## src/rtl/chop_pkg.sv

```systemverilog
// Shared types for the chopping PWM generator.
// Assumes legs are numbered 0=A, 1=B, 2=C.
package chop_pkg;

    typedef struct packed {
        logic       vld;
        logic [1:0] src;
        logic [1:0] ret;
    } leg_pair_t;

    // Map a commutation sector onto its source and return legs.
    function automatic leg_pair_t decode_sector(input logic [2:0] s);
        leg_pair_t p;
        p.vld = 1'b1;
        p.src = 2'd0;
        p.ret = 2'd1;
        case (s)
            3'd0: begin p.src = 2'd0; p.ret = 2'd1; end
            3'd1: begin p.src = 2'd0; p.ret = 2'd2; end
            3'd2: begin p.src = 2'd1; p.ret = 2'd2; end
            3'd3: begin p.src = 2'd1; p.ret = 2'd0; end
            3'd4: begin p.src = 2'd2; p.ret = 2'd0; end
            3'd5: begin p.src = 2'd2; p.ret = 2'd1; end
            default: p.vld = 1'b0;
        endcase
        return p;
    endfunction

endpackage

```

## src/rtl/chop_carrier.sv

```systemverilog
// Symmetric up/down carrier counter.
// Counts 0..PERIOD..1 and repeats. It flags the peak (middle of the
// conduction pulse) and the cycle start. Assumes PERIOD >= 2.
module chop_carrier #(
    parameter int PERIOD = 500,
    parameter int CNT_W  = $clog2(PERIOD + 1)
) (
    input  logic             clk,
    input  logic             rst_n,
    output logic [CNT_W-1:0] cnt,
    output logic             at_peak,
    output logic             at_start
);
    localparam logic [CNT_W-1:0] PER_C = CNT_W'(PERIOD);
    localparam logic [CNT_W-1:0] ONE_C = CNT_W'(1);

    logic up_q;

    // Triangle counter with a direction flag.
    always_ff @(posedge clk) begin
        if (!rst_n) begin
            cnt  <= '0;
            up_q <= 1'b1;
        end else if (up_q) begin
            cnt <= cnt + ONE_C;
            if (cnt == PER_C - ONE_C) up_q <= 1'b0;
        end else begin
            cnt <= cnt - ONE_C;
            if (cnt == ONE_C) up_q <= 1'b1;
        end
    end

    // Event flags decoded from the count.
    assign at_peak  = (cnt == PER_C);
    assign at_start = (cnt == '0);

    assert_range_R1: assert property (@(posedge clk) disable iff (!rst_n)
        cnt <= PER_C);
    assert_turn_R1: assert property (@(posedge clk) disable iff (!rst_n)
        at_peak |=> (cnt == PER_C - ONE_C));
endmodule

```

## src/rtl/chop_regulator.sv

```systemverilog
// Incremental current regulator with clamp and double-buffered compare.
// At the peak it moves the shadow compare by the scaled error (ref - meas).
// A positive error lowers the compare, which widens the pulse. The sum is
// formed at full width, so it cannot wrap before the clamp. The active
// compare copies the shadow at each cycle start.
module chop_regulator #(
    parameter int PERIOD  = 500,
    parameter int CNT_W   = $clog2(PERIOD + 1),
    parameter int SMP_W   = 10,
    parameter int K_SHIFT = 0
) (
    input  logic             clk,
    input  logic             rst_n,
    input  logic             at_peak,
    input  logic             at_start,
    input  logic [SMP_W-1:0] cur_ref,
    input  logic [SMP_W-1:0] cur_meas,
    output logic [CNT_W-1:0] cmp_act
);
    localparam int ERR_W = SMP_W + 1;
    localparam int SC_W  = (K_SHIFT > 0) ? ERR_W + K_SHIFT : ERR_W;
    localparam int SUM_W = ((SC_W > CNT_W + 1) ? SC_W : CNT_W + 1) + 1;
    localparam logic [CNT_W-1:0]        PER_C = CNT_W'(PERIOD);
    localparam logic signed [SUM_W-1:0] PER_S = SUM_W'(PERIOD);

    logic [CNT_W-1:0]        cmp_sh;
    logic signed [ERR_W-1:0] err;
    logic signed [SC_W-1:0]  err_ext;
    logic signed [SC_W-1:0]  scaled;
    logic signed [SUM_W-1:0] sum;
    logic [CNT_W-1:0]        cmp_next;

    // Signed error between the reference and the sample.
    assign err     = $signed({1'b0, cur_ref}) - $signed({1'b0, cur_meas});
    assign err_ext = SC_W'(err);

    // The gain is a power of two: the sign of K_SHIFT picks the direction.
    generate
        if (K_SHIFT >= 0) begin : g_left
            assign scaled = err_ext <<< K_SHIFT;
        end else begin : g_right
            assign scaled = err_ext >>> (-K_SHIFT);
        end
    endgenerate

    // Full-width update followed by the clamp to 0..PERIOD.
    always_comb begin
        sum = SUM_W'($signed({1'b0, cmp_sh})) - SUM_W'(scaled);
        if (sum < 0)          cmp_next = '0;
        else if (sum > PER_S) cmp_next = PER_C;
        else                  cmp_next = sum[CNT_W-1:0];
    end

    // Shadow update at the peak; active load at the cycle start.
    always_ff @(posedge clk) begin
        if (!rst_n) begin
            cmp_sh  <= PER_C;
            cmp_act <= PER_C;
        end else begin
            if (at_peak)  cmp_sh  <= cmp_next;
            if (at_start) cmp_act <= cmp_sh;
        end
    end

    assert_clamp_R3: assert property (@(posedge clk) disable iff (!rst_n)
        (cmp_sh <= PER_C) && (cmp_act <= PER_C));
    assert_sample_R2: assert property (@(posedge clk) disable iff (!rst_n)
        !$past(at_peak) |-> $stable(cmp_sh));
    assert_load_R4: assert property (@(posedge clk) disable iff (!rst_n)
        !$past(at_start) |-> $stable(cmp_act));
endmodule

```

## src/rtl/chop_steer.sv

```systemverilog
// Pulse comparator and hard-chopping steering.
// The pulse is on while count > compare. Both switches of the selected
// pair follow it. Invalid sectors request nothing.
module chop_steer #(
    parameter int CNT_W = 9
) (
    input  logic [CNT_W-1:0] cnt,
    input  logic [CNT_W-1:0] cmp_act,
    input  logic [2:0]       sector,
    output logic [2:0]       hi_req,
    output logic [2:0]       lo_req
);
    import chop_pkg::*;

    leg_pair_t pr;
    logic      pulse;

    assign pr    = decode_sector(sector);
    assign pulse = (cnt > cmp_act) && pr.vld;

    // Route the same pulse to the source high side and the return low side.
    always_comb begin
        for (int l = 0; l < 3; l++) begin
            hi_req[l] = pulse && (pr.src == 2'(l));
            lo_req[l] = pulse && (pr.ret == 2'(l));
        end
    end
endmodule

```

## src/rtl/chop_deadband.sv

```systemverilog
// One inverter leg: dead-band insertion and fault kill.
// A gate may rise only when its partner is low and has been low for at
// least `dead` clocks. The outputs are registered.
module chop_deadband #(
    parameter int DT_W = 6
) (
    input  logic            clk,
    input  logic            rst_n,
    input  logic            fault,
    input  logic [DT_W-1:0] dead,
    input  logic            hi_req,
    input  logic            lo_req,
    output logic            hi_q,
    output logic            lo_q
);
    localparam logic [DT_W-1:0] SAT = '1;

    logic [DT_W-1:0] hi_off, lo_off;
    logic            hi_go, lo_go;

    // Turn-on permission for each side of the leg.
    assign hi_go = hi_req && !lo_req && !lo_q && (lo_off >= dead);
    assign lo_go = lo_req && !hi_req && !hi_q && (hi_off >= dead);

    // Registered gates, cleared by reset or fault.
    always_ff @(posedge clk) begin
        if (!rst_n || fault) begin
            hi_q <= 1'b0;
            lo_q <= 1'b0;
        end else begin
            hi_q <= hi_go;
            lo_q <= lo_go;
        end
    end

    // Saturating counters of clocks each side has been off.
    always_ff @(posedge clk) begin
        if (!rst_n) begin
            hi_off <= '0;
            lo_off <= '0;
        end else begin
            hi_off <= hi_q ? '0 : ((hi_off == SAT) ? SAT : hi_off + 1'b1);
            lo_off <= lo_q ? '0 : ((lo_off == SAT) ? SAT : lo_off + 1'b1);
        end
    end

    assert_excl_R7: assert property (@(posedge clk) disable iff (!rst_n)
        !(hi_q && lo_q));
    assert_gap_hi_R7: assert property (@(posedge clk) disable iff (!rst_n)
        $rose(hi_q) |-> !$past(lo_q));
    assert_gap_lo_R7: assert property (@(posedge clk) disable iff (!rst_n)
        $rose(lo_q) |-> !$past(hi_q));
    assert_fault_R8: assert property (@(posedge clk) disable iff (!rst_n)
        $past(fault) |-> (!hi_q && !lo_q));
endmodule

```

## src/rtl/chop_pwm_top.sv

```systemverilog
// Current-regulated hard-chopping PWM generator: carrier, regulator,
// steering and three dead-band legs. It assumes the current sample is
// valid while conv_req is high.
module chop_pwm_top #(
    parameter int PERIOD  = 500,
    parameter int SMP_W   = 10,
    parameter int K_SHIFT = 0,
    parameter int DT_W    = 6
) (
    input  logic             clk,
    input  logic             rst_n,
    input  logic [SMP_W-1:0] cur_ref,
    input  logic [SMP_W-1:0] cur_meas,
    input  logic [2:0]       sector,
    input  logic [DT_W-1:0]  dead_cycles,
    input  logic             fault,
    output logic             conv_req,
    output logic [2:0]       gate_hi,
    output logic [2:0]       gate_lo
);
    localparam int CNT_W = $clog2(PERIOD + 1);

    logic [CNT_W-1:0] cnt;
    logic [CNT_W-1:0] cmp_act;
    logic             at_peak, at_start;
    logic [2:0]       hi_req, lo_req;

    chop_carrier #(.PERIOD(PERIOD), .CNT_W(CNT_W)) u_carrier (
        .clk(clk), .rst_n(rst_n), .cnt(cnt),
        .at_peak(at_peak), .at_start(at_start)
    );

    chop_regulator #(.PERIOD(PERIOD), .CNT_W(CNT_W), .SMP_W(SMP_W),
                     .K_SHIFT(K_SHIFT)) u_reg (
        .clk(clk), .rst_n(rst_n), .at_peak(at_peak), .at_start(at_start),
        .cur_ref(cur_ref), .cur_meas(cur_meas), .cmp_act(cmp_act)
    );

    chop_steer #(.CNT_W(CNT_W)) u_steer (
        .cnt(cnt), .cmp_act(cmp_act), .sector(sector),
        .hi_req(hi_req), .lo_req(lo_req)
    );

    // One dead-band stage per leg.
    generate
        for (genvar l = 0; l < 3; l++) begin : g_leg
            chop_deadband #(.DT_W(DT_W)) u_db (
                .clk(clk), .rst_n(rst_n), .fault(fault), .dead(dead_cycles),
                .hi_req(hi_req[l]), .lo_req(lo_req[l]),
                .hi_q(gate_hi[l]), .lo_q(gate_lo[l])
            );
        end
    endgenerate

    assign conv_req = at_peak;

    assert_pair_R5: assert property (@(posedge clk) disable iff (!rst_n)
        $countones({gate_hi, gate_lo}) <= 2);
    assert_invalid_R6: assert property (@(posedge clk) disable iff (!rst_n)
        (sector > 3'd5) |=> (gate_hi == 3'b000 && gate_lo == 3'b000));
endmodule

```

## config.mk

```make
export PLATFORM = sky130hd
export DESIGN_NAME = chop_pwm_top
export DESIGN_NICKNAME = d
export VERILOG_FILES = /design/src/rtl/chop_pkg.sv /design/src/rtl/chop_carrier.sv /design/src/rtl/chop_regulator.sv /design/src/rtl/chop_steer.sv /design/src/rtl/chop_deadband.sv /design/src/rtl/chop_pwm_top.sv
export SDC_FILE = /design/constraint.sdc
export NUM_CORES = 1
export LEC_CHECK = 0
export CORE_MARGIN = 1
export CORE_UTILIZATION = 55
export DETAILED_ROUTE_END_ITERATION = 10
export DONT_BUFFER_PORTS = 1
export PLACE_DENSITY = 0.82
export SYNTH_ARGS = -nofsm -noshare
export SYNTH_HDL_FRONTEND = slang
export SYNTH_HIERARCHICAL = 1
export SYNTH_SLANG_ARGS = --single-unit
```

## constraint.sdc

```tcl
create_clock -name clk -period 3.59 [get_ports clk]
set_input_delay 0.1795 -clock clk [delete_from_list [all_inputs] [get_ports clk]]
set_output_delay 0.1795 -clock clk [all_outputs]
set_load 0.1 [all_outputs]
```

[After elaboration in Yosys (flattened, before gate mapping)]
Cells that the tools add are included.
Storage, ports and cells
  register bits after elaboration: 70
  word-level logic and storage cells: 118
  bits of input ports: 32
Operators by class
  bitwise logic cells: 1
  equal/unequal tests: 18
  reductions and logical operators: 50
  muxes and demuxes: 14
  order comparisons: 9
  add/subtract/negate cells: 10
Operators with widths (count)
  $add A6 B1 Y6 const B: 6
  $eq A6 B6 Y1 const B: 6
  $ge A6 B6 Y1: 6
  $mux W6: 6
  $mux W9: 3
  $logic_and A1 B1 Y1: 25
  $pmux W4 S5: 1
  $eq A9 B9 Y1 const B: 2
  $logic_not A1 Y1: 13
  $gt A12 B10 Y1 const B: 1
  $lt A12 B1 Y1 const B: 1
  $reduce_or A2 Y1: 6
  $sub A10 B11 Y12: 1
  $sub A10 B10 Y11: 1
  $add A9 B1 Y9 const B: 1
  $eq A9 B1 Y1 const B: 1
  $gt A9 B9 Y1: 1
  $logic_not A9 Y1: 1
  $sub A9 B1 Y9 const B: 1
  $eq A3 B2 Y1 const B: 2
  $eq A3 B3 Y1 const B: 2
  $reduce_or A6 Y1: 1
  $eq A2 B1 Y1 const B: 2
  $eq A2 B2 Y1 const B: 2
  6 further kinds: 10

[Depth between registers and ports, before layout]
  depth after elaboration: 9
  gate-level depth with buffers: 16

[Hierarchy]
The synthesis kept the hierarchy.
By module, submodules not included
  chop_deadband: cells each 93, sequential area each 280.3 um2, times used 3, area each 822.0 um2
  chop_regulator: cells each 197, sequential area each 360.3 um2, times used 1, area each 1657.8 um2
  chop_carrier: cells each 70, sequential area each 200.2 um2, times used 1, area each 649.4 um2
  chop_steer: cells each 51, sequential area each 0.0 um2, times used 1, area each 379.1 um2

[Least setup slack after synthesis]
No wires, ideal clock.
  path kind: register -> register
  start: register u_carrier.cnt[5]
  end: register u_reg.cmp_sh[7]
  period minus slack after synthesis: 4435 ps
  data arrival time: 4296 ps
  stages on the path, launching flop included: 7
  slack: -845 ps
  cell sequence: dfxtp_1 > nand4_1 > nor4_1 > clkbuf_1 > nand2_1 > nor2_1 > a211oi_1
On the way
  word-level cells in the longest chain between the ends: 1
Ends and longest elaborated chain
  start, declared: line chop_carrier.sv:10  | output logic [CNT_W-1:0] cnt,
  start signal, assigned: line chop_carrier.sv:25  | cnt <= cnt + ONE_C;
  start signal, assigned: line chop_carrier.sv:28  | cnt <= cnt - ONE_C;
  $eq A9 B9 Y1: line chop_carrier.sv:34  | assign at_peak = (cnt == PER_C);
  net conv_req: line chop_pwm_top.sv:17  | output logic conv_req,
  end signal, assigned: line chop_regulator.sv:60  | if (at_peak) cmp_sh <= cmp_next;
  end, declared: line chop_regulator.sv:26  | logic [CNT_W-1:0] cmp_sh;
The timed path passes the listed nets, and every way through them passes these cells.
A chain may end at the register's enable or synchronous reset.

[Worst setup path in the final report]
  start: input port cur_ref[0]
  end: register u_reg.cmp_sh[0]
On the way
  word-level cells in the longest chain between the ends: 5
Ends and longest elaborated chain
  start, declared: line chop_pwm_top.sv:12  | input logic [SMP_W-1:0] cur_ref,
  $sub A10 B10 Y11 (*): line chop_regulator.sv:34  | assign err = $signed({1'b0, cur_ref}) - $signed({1'b0, cur_meas});
  $sub A10 B11 Y12 (*): line chop_regulator.sv:48  | sum = SUM_W'($signed({1'b0, cmp_sh})) - SUM_W'(scaled);
  $gt A12 B10 Y1: line chop_regulator.sv:50  | else if (sum > PER_S) cmp_next = PER_C;
  $mux W9: line chop_regulator.sv:50
  $mux W9 (*): line chop_regulator.sv:49  | if (sum < 0) cmp_next = '0;
Mark *: on every way between the ends. The rest lies on a longest branch, timed or not.

==> results_dict.tcl <==
set metrics [dict create \
    antenna_violations_before_repair 0 \
    post_route_insts_no_fill 713 \
    routed_via_density 5.93 \
    slew_headroom_pct 31.3 \
    finalNetCount 712 \
    floorplan.initialDensity_pct 58.0 \
    vdd_ir_drop_max_mv 0.191 \
    synth_warnings 6 \
    critical_path_buf_inv_count 1 \
    floorplan.die.height_um 98.8 \
    syn_inst 597 \
    cts_sinks 70 \
    post-route-min-period_ps 3120 \
    portBuffers 0 \
    clockBufferDepth 2 \
    routed_wirelength_um 10500 \
    ys_ff_latch 70 \
    setup_viol 0 \
    detail_route.wl_per_cell_um 14.7 \
    drive_above_1_share_pct 7.60 \
    grt_pass1_wl_um 17800 \
    synth.top_cells.by_area "sky130_fd_sc_hd__dfxtp_1 27%, sky130_fd_sc_hd__ha_1 19%, sky130_fd_sc_hd__a21oi_1 5.7%, sky130_fd_sc_hd__inv_1 4.2%, sky130_fd_sc_hd__nand2_1 3.0%" \
    gpl.final_weighted_congestion 0.818 \
    cp_data_arrival_time_ps 3370 \
    synthesis.area_per_instance_um2 8.63 \
    drcViolationCount 0 \
    drtPass1Iterations 4 \
    cpLargestDelayFamily "compound AO/OA/AOI/OAI gates" \
    ctsResizeCount 0 \
    clk_root_buffer_cell "sky130_fd_sc_hd__clkbuf_8" \
    critical_path.cell_chain "inv_1 > ha_1 > fa_1 > nor2b_1 > o21ai_0 > a21o_1 > ha_1 > a21o_1 > a221oi_1 > xnor2_1 > o311ai_0 > nor4b_1 > o211ai_2 > a22o_1" \
    maxClockFrequency_mhz 320 \
    power.density_nw_per_um2 373 \
    syn-num-nets 708 \
    final-seq-area_um2 1400 \
    cts_hold_buffers 1 \
    synth_async_sr_flop_share_pct 0 \
    routed-wl-met2_um 4990 \
    timing.final.hold_violations 0 \
    worst_setup_path_end_kind "flop" \
    synth.top_cell.area_share_pct 27.2 \
    routed_via_count 4225 \
    layout-area-overhead-vs-synth_pct 7.21 \
    design_area_um2 5520 \
    maxSlewViolCount 0 \
    dpl.cell_count 697 \
    final.setup.worst_slack_ps 465 \
    layout_common_cells "77 x sky130_fd_sc_hd__ha_1, 70 x sky130_fd_sc_hd__dfxtp_1, 59 x sky130_fd_sc_hd__a21oi_1" \
    filler_instances 714 \
    dp_worst_setup_slack_ps 94.6 \
    dpl.hpwl_um 8080 \
    floorplan.rows 34 \
    outcome "finished, final reports clean" \
    cts.htree.levels 3 \
    ys.flop_type "sky130_fd_sc_hd__dfxtp_1" \
    final_util_pct 62.1 \
    criticalPathCategory "in2reg" \
    floorplan.core_area_um2 8890 \
    first_iter_violations 190 \
    worstMarginPinSlew_ps 1030 \
    tritoncts "done" \
    number_of_enable_type_register_cells_in_the_synthesized_netlist 0 \
    ant_nets 0 \
    grt_pass1_vias 4096 \
    synth-seq-area-share_pct 27.2 \
    min-delay-path-class "in2reg" \
    timing.critical_path.from_type "input pin" \
    multiInputGateArea_um2 3490 \
    met3WireLength_um 468 \
    layout_commonest_cell "sky130_fd_sc_hd__ha_1" \
    clock_buffers_created_by_tritoncts 9 \
    grt_start_max_net_pins 22 \
    cp_slowest_stage_delay_ps 410 \
    number_of_setup_buffers_added_after_cts 0 \
    p_total_mw 2.06 \
    power_leakage_nw 2.53 \
    die_w_um 98.8 \
    crit_fanout 9 \
    design.die.area_um2 9760 \
    final.setup.tns_ps 0 \
    clk-insertion-delay-late_ps 360 \
    io-pin-count 39 \
    mappedNetlistArea_um2 5150 \
    routed.top_layer "met4" \
    routed_length_on_met1_um 4790 \
    cap_violations 0 \
    antennaDiodeCount 0 \
    cp_data_required_time_ps 3830 \
    rsz0062_at_grt "no" \
    critical_path.slowest_cell "sky130_fd_sc_hd__fa_1" \
    instance_area_after_placement_um2 5270 \
    hold-worst-slack_ps 36.0 \
    globalRoute.totalOverflow 0 \
    fin_skew_ps 14.6 \
    synthDistinctLibCells 62 \
    post-synth-top-area-cell "sky130_fd_sc_hd__dfxtp_1" \
    cts.reportedPaths.clkPinSlew_ps 70 \
    grt_use_total_pct 22.5 \
    fin_crit_sh_pct 87.0 \
]
[area by class of cell]
class                   instances  share of cell area (%)
multi-input cells             461                    63.2
clock inverters                 5                    1.93
well taps                     108                    2.45
inverters                      57                    3.87
flip-flops and latches         70                    25.4
clock buffers                  10                    2.49
repair buffers                  2                   0.680
[synthesized netlist by cell type, types with 3 or more instances]
master                     instances
sky130_fd_sc_hd__nor3b_1           7
sky130_fd_sc_hd__buf_6             3
sky130_fd_sc_hd__mux2i_1          14
sky130_fd_sc_hd__and3_1            4
sky130_fd_sc_hd__nand2b_1         18
sky130_fd_sc_hd__nand2_1          41
sky130_fd_sc_hd__a221oi_1          4
sky130_fd_sc_hd__a311oi_1          6
sky130_fd_sc_hd__nand4_1          10
sky130_fd_sc_hd__o21ai_0          20
sky130_fd_sc_hd__a22o_1            4
sky130_fd_sc_hd__a21oi_1          59
sky130_fd_sc_hd__inv_1            57
sky130_fd_sc_hd__or4b_1            3
sky130_fd_sc_hd__dfxtp_1          70
sky130_fd_sc_hd__a31oi_1          15
sky130_fd_sc_hd__xor2_1           11
sky130_fd_sc_hd__or4_1             3
sky130_fd_sc_hd__nor2b_1          21
sky130_fd_sc_hd__a21o_1           12
sky130_fd_sc_hd__nand3_1           7
sky130_fd_sc_hd__nor3_1           12
sky130_fd_sc_hd__and4_1            8
sky130_fd_sc_hd__clkbuf_1          5
sky130_fd_sc_hd__xnor2_1          12
sky130_fd_sc_hd__nor2_1           23
sky130_fd_sc_hd__and2_1            8
sky130_fd_sc_hd__ha_1             77
sky130_fd_sc_hd__a211oi_1          6
sky130_fd_sc_hd__o21a_1            3
sky130_fd_sc_hd__or2_2            15
[path summary, 6_finish.rpt]
check,from,end,slack [ps],cells past startpoint
worst max-delay path,cur_ref[0],u_reg/cmp_sh[0]$_SDFFE_PN0P_,470,14
worst min-delay path,rst_n,u_reg/cmp_sh[8]$_SDFFE_PN1P_,40,3
worst max register to register,u_reg/cmp_sh[0]$_SDFFE_PN0P_,u_reg/cmp_sh[0]$_SDFFE_PN0P_,650,11
worst min register to register,u_reg/cmp_act[5]$_SDFFE_PN1P_,u_reg/cmp_act[5]$_SDFFE_PN1P_,480,2
[sequential cells by signal, indices dropped and copies added, names as in the netlist]
signal / count
g_leg.u_db/lo_q: 3
u_reg/cmp_act: 9
u_reg/cmp_sh: 9
g_leg.u_db/lo_off: 18
g_leg.u_db/hi_q: 3
u_carrier/cnt: 9
u_carrier/up_q: 1
g_leg.u_db/hi_off: 18
[worst register-to-register path: cells and delay by family, from the launching register on]
kind	cells	cell delay [ps]
AOI/OAI and AO/OA	5	1190
xor gates and xnor gates	1	180
adders and majority gates	2	650
buffers and inverters	2	130
DFF	1	340
and+or+nand+nor	1	350
[logic make-up (layout without fill, tap and decap cells)]
logic type,count (synthesis),after routing,synth area share (%)
compound gates,151,151,19.6
xor+xnor,23,23,3.91
fa+ha+maj,79,79,19.5
buf+inv,66,74,5.32
flops,70,70,27.2
mux,14,14,2.72
simple gates,194,194,21.8
[where the power goes]
part           total (mW)  switching [mW]  internal, mW
Clock               0.781           0.302         0.479
Sequential          0.824          0.0278         0.796
Combinational       0.452           0.252         0.200
Total                2.06           0.582          1.48
[routing by layer]
metal | vias up | track usage, %
met5 | - | 0
met4 | 0 | 11.1
li1 | 2171 | -
met1 | 1935 | 26.8
met3 | 22 | 4.04
met2 | 97 | 39.0
Power figures use the tool's default switching activity.
